--- src/rtl/addr_pin_pkg.sv ---
package addr_pin_pkg;

  typedef enum logic [1:0] {
    CLS_GND = 2'd0,
    CLS_VDD = 2'd1,
    CLS_SCL = 2'd2,
    CLS_SDA = 2'd3
  } pinClass_t;

  typedef struct packed {
    logic clr;     // first sample of a window: restart accumulation
    logic smp;     // further sample inside the window
    logic commit;  // window just closed: publish new classes
  } ctlStrobe_t;

  // Low-order field: code equals the class encoding.
  function automatic logic [1:0] ad0Field(pinClass_t c);
    return c;
  endfunction

  // High-order field: bus-line classes come first in its numbering.
  function automatic logic [1:0] ad2Field(pinClass_t c);
    return c ^ 2'b10;
  endfunction

  function automatic pinClass_t classify(logic matchScl, logic matchSda,
                                         logic sclToggled, logic sdaToggled,
                                         logic lastLvl);
    if (matchScl && sclToggled)      return CLS_SCL;
    else if (matchSda && sdaToggled) return CLS_SDA;
    else if (lastLvl)                return CLS_VDD;
    else                             return CLS_GND;
  endfunction

endpackage

--- src/rtl/addr_pin_ctrl.sv ---
module addr_pin_ctrl
  import addr_pin_pkg::*;
(
  input  logic       clk,
  input  logic       rstN,
  input  logic       xferActive,
  output ctlStrobe_t strb
);

  logic activeQ;

  always_ff @(posedge clk) begin
    if (!rstN) activeQ <= 1'b0;
    else       activeQ <= xferActive;
  end

  always_comb begin
    strb.clr    = xferActive & ~activeQ;
    strb.smp    = xferActive &  activeQ;
    strb.commit = ~xferActive & activeQ;
  end

endmodule

--- src/rtl/addr_pin_dp.sv ---
module addr_pin_dp
  import addr_pin_pkg::*;
#(
  parameter int NUM_PINS = 2
)(
  input  logic                clk,
  input  logic                rstN,
  input  ctlStrobe_t          strb,
  input  logic [NUM_PINS-1:0] pinLvl,
  input  logic                sclIn,
  input  logic                sdaIn,
  output pinClass_t           pinCls [NUM_PINS]
);

  logic sclHiSeen, sclLoSeen, sdaHiSeen, sdaLoSeen;

  // Bus-line activity inside the current window, shared by all straps.
  always_ff @(posedge clk) begin
    if (!rstN) begin
      sclHiSeen <= 1'b0;
      sclLoSeen <= 1'b0;
      sdaHiSeen <= 1'b0;
      sdaLoSeen <= 1'b0;
    end else if (strb.clr) begin
      sclHiSeen <= sclIn;
      sclLoSeen <= ~sclIn;
      sdaHiSeen <= sdaIn;
      sdaLoSeen <= ~sdaIn;
    end else if (strb.smp) begin
      sclHiSeen <= sclHiSeen | sclIn;
      sclLoSeen <= sclLoSeen | ~sclIn;
      sdaHiSeen <= sdaHiSeen | sdaIn;
      sdaLoSeen <= sdaLoSeen | ~sdaIn;
    end
  end

  logic sclToggled, sdaToggled;
  assign sclToggled = sclHiSeen & sclLoSeen;
  assign sdaToggled = sdaHiSeen & sdaLoSeen;

  for (genvar p = 0; p < NUM_PINS; p++) begin : g_pin
    logic      matchScl, matchSda, lastLvl;
    pinClass_t clsQ;

    always_ff @(posedge clk) begin
      if (!rstN) begin
        matchScl <= 1'b0;
        matchSda <= 1'b0;
        lastLvl  <= 1'b1;
        clsQ     <= CLS_VDD;
      end else begin
        if (strb.clr) begin
          matchScl <= (pinLvl[p] == sclIn);
          matchSda <= (pinLvl[p] == sdaIn);
          lastLvl  <= pinLvl[p];
        end else if (strb.smp) begin
          matchScl <= matchScl & (pinLvl[p] == sclIn);
          matchSda <= matchSda & (pinLvl[p] == sdaIn);
          lastLvl  <= pinLvl[p];
        end
        if (strb.commit)
          clsQ <= classify(matchScl, matchSda, sclToggled, sdaToggled, lastLvl);
      end
    end

    assign pinCls[p] = clsQ;
  end

endmodule

--- src/rtl/addr_pin_decoder.sv ---
module addr_pin_decoder
  import addr_pin_pkg::*;
#(
  parameter logic [2:0] ADDR_PREFIX = 3'b110
)(
  input  logic       clk,
  input  logic       rstN,
  input  logic       padAd0,
  input  logic       padAd2,
  input  logic       sclIn,
  input  logic       sdaIn,
  input  logic       xferActive,
  output logic [6:0] slaveAddr,
  output logic [3:0] outDefault,
  output logic [1:0] pullupEn
);

  localparam int NUM_PINS = 2;
  localparam int IDX_AD0  = 0;
  localparam int IDX_AD2  = 1;

  ctlStrobe_t strb;
  pinClass_t  pinCls [NUM_PINS];

  addr_pin_ctrl u_ctrl (
    .clk        (clk),
    .rstN       (rstN),
    .xferActive (xferActive),
    .strb       (strb)
  );

  addr_pin_dp #(.NUM_PINS(NUM_PINS)) u_dp (
    .clk    (clk),
    .rstN   (rstN),
    .strb   (strb),
    .pinLvl ({padAd2, padAd0}),
    .sclIn  (sclIn),
    .sdaIn  (sdaIn),
    .pinCls (pinCls)
  );

  logic ad0High, ad2High;
  assign ad0High = (pinCls[IDX_AD0] != CLS_GND);
  assign ad2High = (pinCls[IDX_AD2] != CLS_GND);

  assign slaveAddr  = {ADDR_PREFIX, ad2Field(pinCls[IDX_AD2]), ad0Field(pinCls[IDX_AD0])};
  assign outDefault = {{2{ad2High}}, {2{ad0High}}};
  assign pullupEn   = {ad2High, ad0High};

endmodule

--- config.mk ---
export PLATFORM = sky130hd
export DESIGN_NAME = addr_pin_decoder
export DESIGN_NICKNAME = d
export VERILOG_FILES = /design/src/rtl/addr_pin_pkg.sv /design/src/rtl/addr_pin_ctrl.sv /design/src/rtl/addr_pin_dp.sv /design/src/rtl/addr_pin_decoder.sv
export SDC_FILE = /design/constraint.sdc
export NUM_CORES = 1
export LEC_CHECK = 0
export ABC_AREA = 1
export BUFFER_PORTS_ARGS = -buffer_cell sky130_fd_sc_hd__buf_4
export CORE_MARGIN = 2
export CORE_UTILIZATION = 50
export DETAILED_ROUTE_END_ITERATION = 8
export PLACE_DENSITY = 0.82
export SETUP_SLACK_MARGIN = 0.4
export SYNTH_ARGS = -nofsm -noshare
export SYNTH_HDL_FRONTEND = slang
export SYNTH_SLANG_ARGS = --single-unit
export TNS_END_PERCENT = 10
--- constraint.sdc ---
create_clock -name clk -period 1.48 [get_ports clk]
set_input_delay 0.222 -clock clk [delete_from_list [all_inputs] [get_ports clk]]
set_output_delay 0.222 -clock clk [all_outputs]
set_load 0.02 [all_outputs]
==> metrics.txt, run 1 <==
run status=finished, final reports clean; PortBufs=16; Sw Share=0.273; sequential power share=0.534; RSZ-0062 raised after global routing=true; total CTS buffers=3; Critical Path End Type=output port; final hold vios=0; Critical Path Max Stage Delay=around 0.33 ns; met1 wire length=544 um; Crit path depth=2; Yosys top cell area share=0.397; Highest Signal Layer=met4; reg2reg path depth=5; DRC=0; maximum vdd ir drop=0.000613 V; I/O pin count=20; Setup crit end=outDefault[3]; first-pass GRT wire length=2260 um; share of cells above drive strength 1=0.282; Die Ht=42.9 um; Final setup viols=0; RR Endpoint=u_dp.g_pin[0].clsQ[1]$_SDFFE_PN0P_; Setup TNS=0 ns; worst-path cell chain=or2_4 -> buf_6; synth top area cells=dfxtp_1 (40%), nand2_1 (12%), buf_4 (12%); met3 wire length=71 um; Starting Density=0.520; average cell area after synthesis=between 7 and 8 um^2; clk_skew=0.00323 ns; Netlist Area Pre-Place=756 um^2; combinational share of power=0.187; WS Path Type=flip-flop to output port; reg-to-reg slack, setup=0.62 ns; largest net degree at the start of global routing=14; number of global-route vias before repair=530; antenna viol nets, final=0; GPL Wtd Cong=0.763; ys flop type=dfxtp_1; final WL=roughly 1300 um; via/cell ratio=approximately 4.8; Clock power frac=0.279; H-tree depth=1; fin crit period=1.23 ns; yosys warns=0; slowest CP cell=dfxtp_2; sw power=between 0.0002 and 0.00025 W; P&R area growth vs syn=15.7%; Pleak=between 0.4 and 0.5 nW; Clock Root Buffer=clkbuf_4; Pint=around 0.00060 W; Vias=633; average wire per standard cell=a little under 10 um; initial antenna violation count=0; Achievable Freq=814 MHz; Clock transition at path regs=0.09 ns; CP Launch Point=u_dp.g_pin[1].clsQ[1]$_SDFFE_PN0P_; Synth Register Bits=15; Initial DRT Pass Iterations=4; final-layout fill cell count=144; # clock sinks=15; Worst EP required=1.26 ns; Critical Path Start Type=flip-flop; Total GRT Usage=0.167; crit-path max FO=3; nets=roughly 130; synth unique cells=16; top cells by count, synth=nand2_1 (25), dfxtp_1 (15), inv_1 (13); class of the tightest hold or removal check=input pin to flip-flop; CTS tree=done; GRT overflow=0; Power, Total=about 0.00083 W; top cell family by delay on the critical path=flip-flops; worst skew pair latency=0.28 ns; number of flops mapped to enable cells by yosys=0; die span in x=42.9 um; dominant cell type by area after synthesis=dfxtp_1; period utilization=0.830; CP Data Arrival Time=around 1.0 ns; pwr dens=945 mW/mm^2; die area=between 0.0015 and 0.002 mm^2; metal2 WL=653 um; Core ar.=0.00145 mm^2; register area share after synthesis=0.397; # rows=14; DR iter-0 viols=15; max-slew violation count=0; Final HPWL DP=1020 um; Worst R2R Start=u_ctrl.activeQ$_SDFF_PN0_; cell with the most instances after synthesis=nand2_1; Post-synth ARST share=0; Cells after Synth=about 110; Max-Cap Viols=0; clock buffer depth=2; WP buf/inv=1; n_diodes=0
final cells by class:
| cell class | instances | area (um^2) | share of cell area |
|---|---|---|---|
| Multi-Input combinational cell | 66 | 309 | 0.353 |
| Sequential cell | 15 | 305 | 0.349 |
| Timing Repair Buffer | 19 | 165 | 0.189 |
| Inverter | 13 | 48.8 | 0.0558 |
| Clock buffer | 4 | 26.3 | 0.0300 |
| Tap cell | 16 | 20.0 | 0.0229 |
power groups by stage:
stage / sequential (W) / combinational [W] / clock [W]
finish: 0.000441 / 0.000154 / 0.000231
global route: 0.000445 / 0.000171 / 0.000252
CTS: 0.000440 / 0.000155 / 0.000233
detailed placement: 0.000450 / 0.000140 / 0
global placement: 0.000449 / 0.000137 / 0
floorplan: 0.000447 / 0.000116 / 0
flip-flops by register name, indices dropped and copies added (netlist names):
name / count
u_dp.sclLoSeen: 1
u_dp.sdaHiSeen: 1
u_dp.g_pin.lastLvl: 2
u_dp.g_pin.matchSda: 2
u_dp.g_pin.matchScl: 2
u_ctrl.activeQ: 1
u_dp.sdaLoSeen: 1
u_dp.g_pin.clsQ: 4
u_dp.sclHiSeen: 1
logic make-up (layout without fill, tap and decap cells):
logic type | Yosys count | after routing | synth area share
buffers and inverters | 27 | 36 | 0.205
DFF | 15 | 15 | 0.397
other | 2 | 3 | 0.00994
and+or+nand+nor | 47 | 47 | 0.258
AOI/OAI and AO/OA | 16 | 16 | 0.129
what timing repair did:
item,4_1_cts,5_1_grt
pin swaps,1,1
endpoints found under the setup margin,6,10
setup buffers,3,0
resized for setup,11,1
hold buffers,0,0
worst min path at each step:
stage | startpoint | end | slack (ns) | cells after the start
2_1_floorplan | sdaIn | u_dp.sdaLoSeen$_SDFFE_PN0P_ | 0.32 | 1
3_3_place_gp | sdaIn | u_dp.sdaLoSeen$_SDFFE_PN0P_ | 0.44 | 2
3_5_place_dp | sdaIn | u_dp.sdaLoSeen$_SDFFE_PN0P_ | 0.45 | 2
4_1_cts | sdaIn | u_dp.sdaLoSeen$_SDFFE_PN0P_ | 0.15 | 2
5_1_grt | sdaIn | u_dp.sdaLoSeen$_SDFFE_PN0P_ | 0.15 | 2
6_report | sdaIn | u_dp.sdaLoSeen$_SDFFE_PN0P_ | 0.15 | 2
placed cells by master, fill, tap and decap left out, drive strengths merged:
master and count:
inv 13, clkbuf 4, a21oi 5, a21boi 2, nand3 5, o21ai 7
nor2 12, o211ai 2, dfxtp 15, or2 2, conb 3, buf 19
nand2 28
routing by layer:
metal,GRT usage,up-vias
met4,0.113,0
met3,0.0255,5
met2,0.282,21
met1,0.190,272
li1,-,335
met5,0,-
per-stage QoR:
step                std cells   util  hold WS (ns)  setup WS, ns  area [um^2]
finish                    133  0.602         0.145         0.252          875
global route              133  0.602         0.155         0.221          875
CTS                       133  0.601         0.147         0.255          873
detailed placement        126  0.546         0.447         0.472          793
global placement          126  0.546         0.443         0.496          793
floorplan                 108      -         0.318         0.502          759
Power figures use the tool's default switching activity.
==> inputs of run 2 (changes only) <==
--- a/config.mk
+++ b/config.mk
@@ -8,9 +8,9 @@
 export ABC_AREA = 1
 export BUFFER_PORTS_ARGS = -buffer_cell sky130_fd_sc_hd__buf_4
 export CORE_MARGIN = 2
-export CORE_UTILIZATION = 50
+export CORE_UTILIZATION = 49
 export DETAILED_ROUTE_END_ITERATION = 8
-export PLACE_DENSITY = 0.82
+export PLACE_DENSITY = 0.81
 export SETUP_SLACK_MARGIN = 0.4
 export SYNTH_ARGS = -nofsm -noshare
 export SYNTH_HDL_FRONTEND = slang
==> constraint.sdc (replaced) <==
create_clock -name clk -period 1.15 [get_ports clk]
set_input_delay 0.1725 -clock clk [delete_from_list [all_inputs] [get_ports clk]]
set_output_delay 0.1725 -clock clk [all_outputs]
set_load 0.02 [all_outputs]
==> metrics.txt, run 2 (same netlist as run 1, synthesis figures left out) <==
run status=finished, violations left; failing checks=negative setup slack; max-slew violation count=0; initial antenna violation count=0; Sw Share=0.283; Worst R2R Start=u_dp.g_pin[1].clsQ[0]$_SDFFE_PN1P_; share of cells above drive strength 1=0.410; PortBufs=16; Clock power frac=0.275; RSZ-0062 raised after global routing=true; utilization after layout=0.646; H-tree depth=1; Clock transition at path regs=0.09 ns; average wire per standard cell=10.1 um; combinational share of power=0.203; # clock sinks=15; Max-Cap Viols=0; most common cell after layout, fill and taps aside=nand2_1; Final setup viols=6; commonest cells after routing, fill and taps aside=nand2_1 (19), inv_1 (12), buf_6 (11); WP buf/inv=1; die span in x=~43 um; dpl cell area=798 um^2; sw power=~0.00031 W; CP Launch Point=u_dp.g_pin[1].clsQ[0]$_SDFFE_PN1P_; Core ar.=0.00147 mm^2; maximum vdd ir drop=0.000891 V; antenna viol nets, final=0; pwr dens=about 1200 mW/mm^2; clk_skew=around 0.0075 ns; WS Path Type=flip-flop to output port; Largest Register=u_dp.g_pin.clsQ; Vias=650; Initial DRT Pass Iterations=4; via/cell ratio=4.89; Pint=between 0.0007 and 0.0008 W; P&R area growth vs syn=25.8%; Hold Startpoint=sdaIn; DR iter-0 viols=10; Pleak=around 0.45 nW; total CTS buffers=3; # rows=14; fin crit period=1.19 ns; die area=0.00187 mm^2; crit-path max FO=3; Critical Path End Type=output port; CTS tree=done; Die Ht=43.3 um; top cell family by delay on the critical path=flip-flops; Final Worst Setup Slack=-0.0352 ns; Critical Path Max Stage Delay=0.33 ns; first-pass GRT wire length=2420 um; WHS=approximately 0.096 ns; CP Data Arrival Time=between 1 and 1.5 ns; Clock Root Buffer=clkbuf_4; period utilization=1.03; slowest CP cell=dfxtp_2; fin area=approximately 950 um^2; GPL Wtd Cong=between 0.7 and 0.8; hold bufs inserted after CTS=0; I/O pin count=20; class of the tightest hold or removal check=input pin to flip-flop; nets=125; final hold vios=0; Final HPWL DP=945 um; DRC=0; worst-path cell chain=or2_4 -> buf_6; worst skew pair latency=0.29 ns; number of global-route vias before repair=556; final WL=between 1000 and 1500 um; Worst EP required=just under 1 ns; GRT overflow=0; Achievable Freq=about 840 MHz; sequential power share=0.522; clock buffer depth=2; Total GRT Usage=0.173; Starting Density=0.514; Largest register FFs=4; largest net degree at the start of global routing=14; Critical Path Start Type=flip-flop; n_diodes=0
[run 2: cell counts in the layout (fill, tap and decap cells not counted)]
Identical to the previous run, type by type.
[run 2: timing repair]
action / CTS / global route
setup endpoints to repair: 20 / 21
buffers inserted: 2 / 1
pin swaps: 7 / 16
resized for setup: 18 / 20
[run 2: layout make-up]
class,instances,area [um^2]
flip-flops and latches,15,310
repair buffers,19,184
well taps,16,20.0
multi-input cells,66,359
fillers,137,520
clock buffers,4,26.3
inverters,13,51.3
[run 2: final timing paths]
kind	end	slack, ns	cells past startpoint
hold reg to reg	u_dp.sdaHiSeen$_SDFFE_PN0P_	0.47	2
setup / recovery	outDefault[3]	-0.04	2
hold / removal	u_dp.sdaLoSeen$_SDFFE_PN0P_	0.1	2
setup reg to reg	u_dp.g_pin[1].clsQ[0]$_SDFFE_PN1P_	0.31	4
[run 2: layer usage]
| layer | up-vias | track usage | wire length [um] |
|---|---|---|---|
| met5 | - | 0 | 0 |
| met2 | 23 | 0.257 | 649 |
| met3 | 6 | 0.0511 | 88 |
| met4 | 0 | 0.0909 | 31 |
| met1 | 287 | 0.225 | 578 |
| li1 | 334 | - | - |
[run 2: power groups by stage]
stage,clock (W),sequential (W),combinational (W)
5_1_grt,0.000344,0.000576,0.000246
2_1_floorplan,0,0.000576,0.000160
3_3_place_gp,0,0.000579,0.000178
3_5_place_dp,0,0.000580,0.000180
6_report,0.000301,0.000571,0.000223
4_1_cts,0.000313,0.000569,0.000204
[run 2: stage by stage]
stage | instances | setup TNS (ns) | power, W | setup slack [ns]
after global placement | 126 | 0 | 0.000757 | 0.278
after global routing | 133 | -0.468 | 0.00117 | -0.0778
after CTS | 132 | -0.182 | 0.00109 | -0.0327
after detailed placement | 126 | 0 | 0.000760 | 0.269
final | 133 | -0.151 | 0.00110 | -0.0352
after floorplan | 108 | 0 | 0.000736 | 0.290
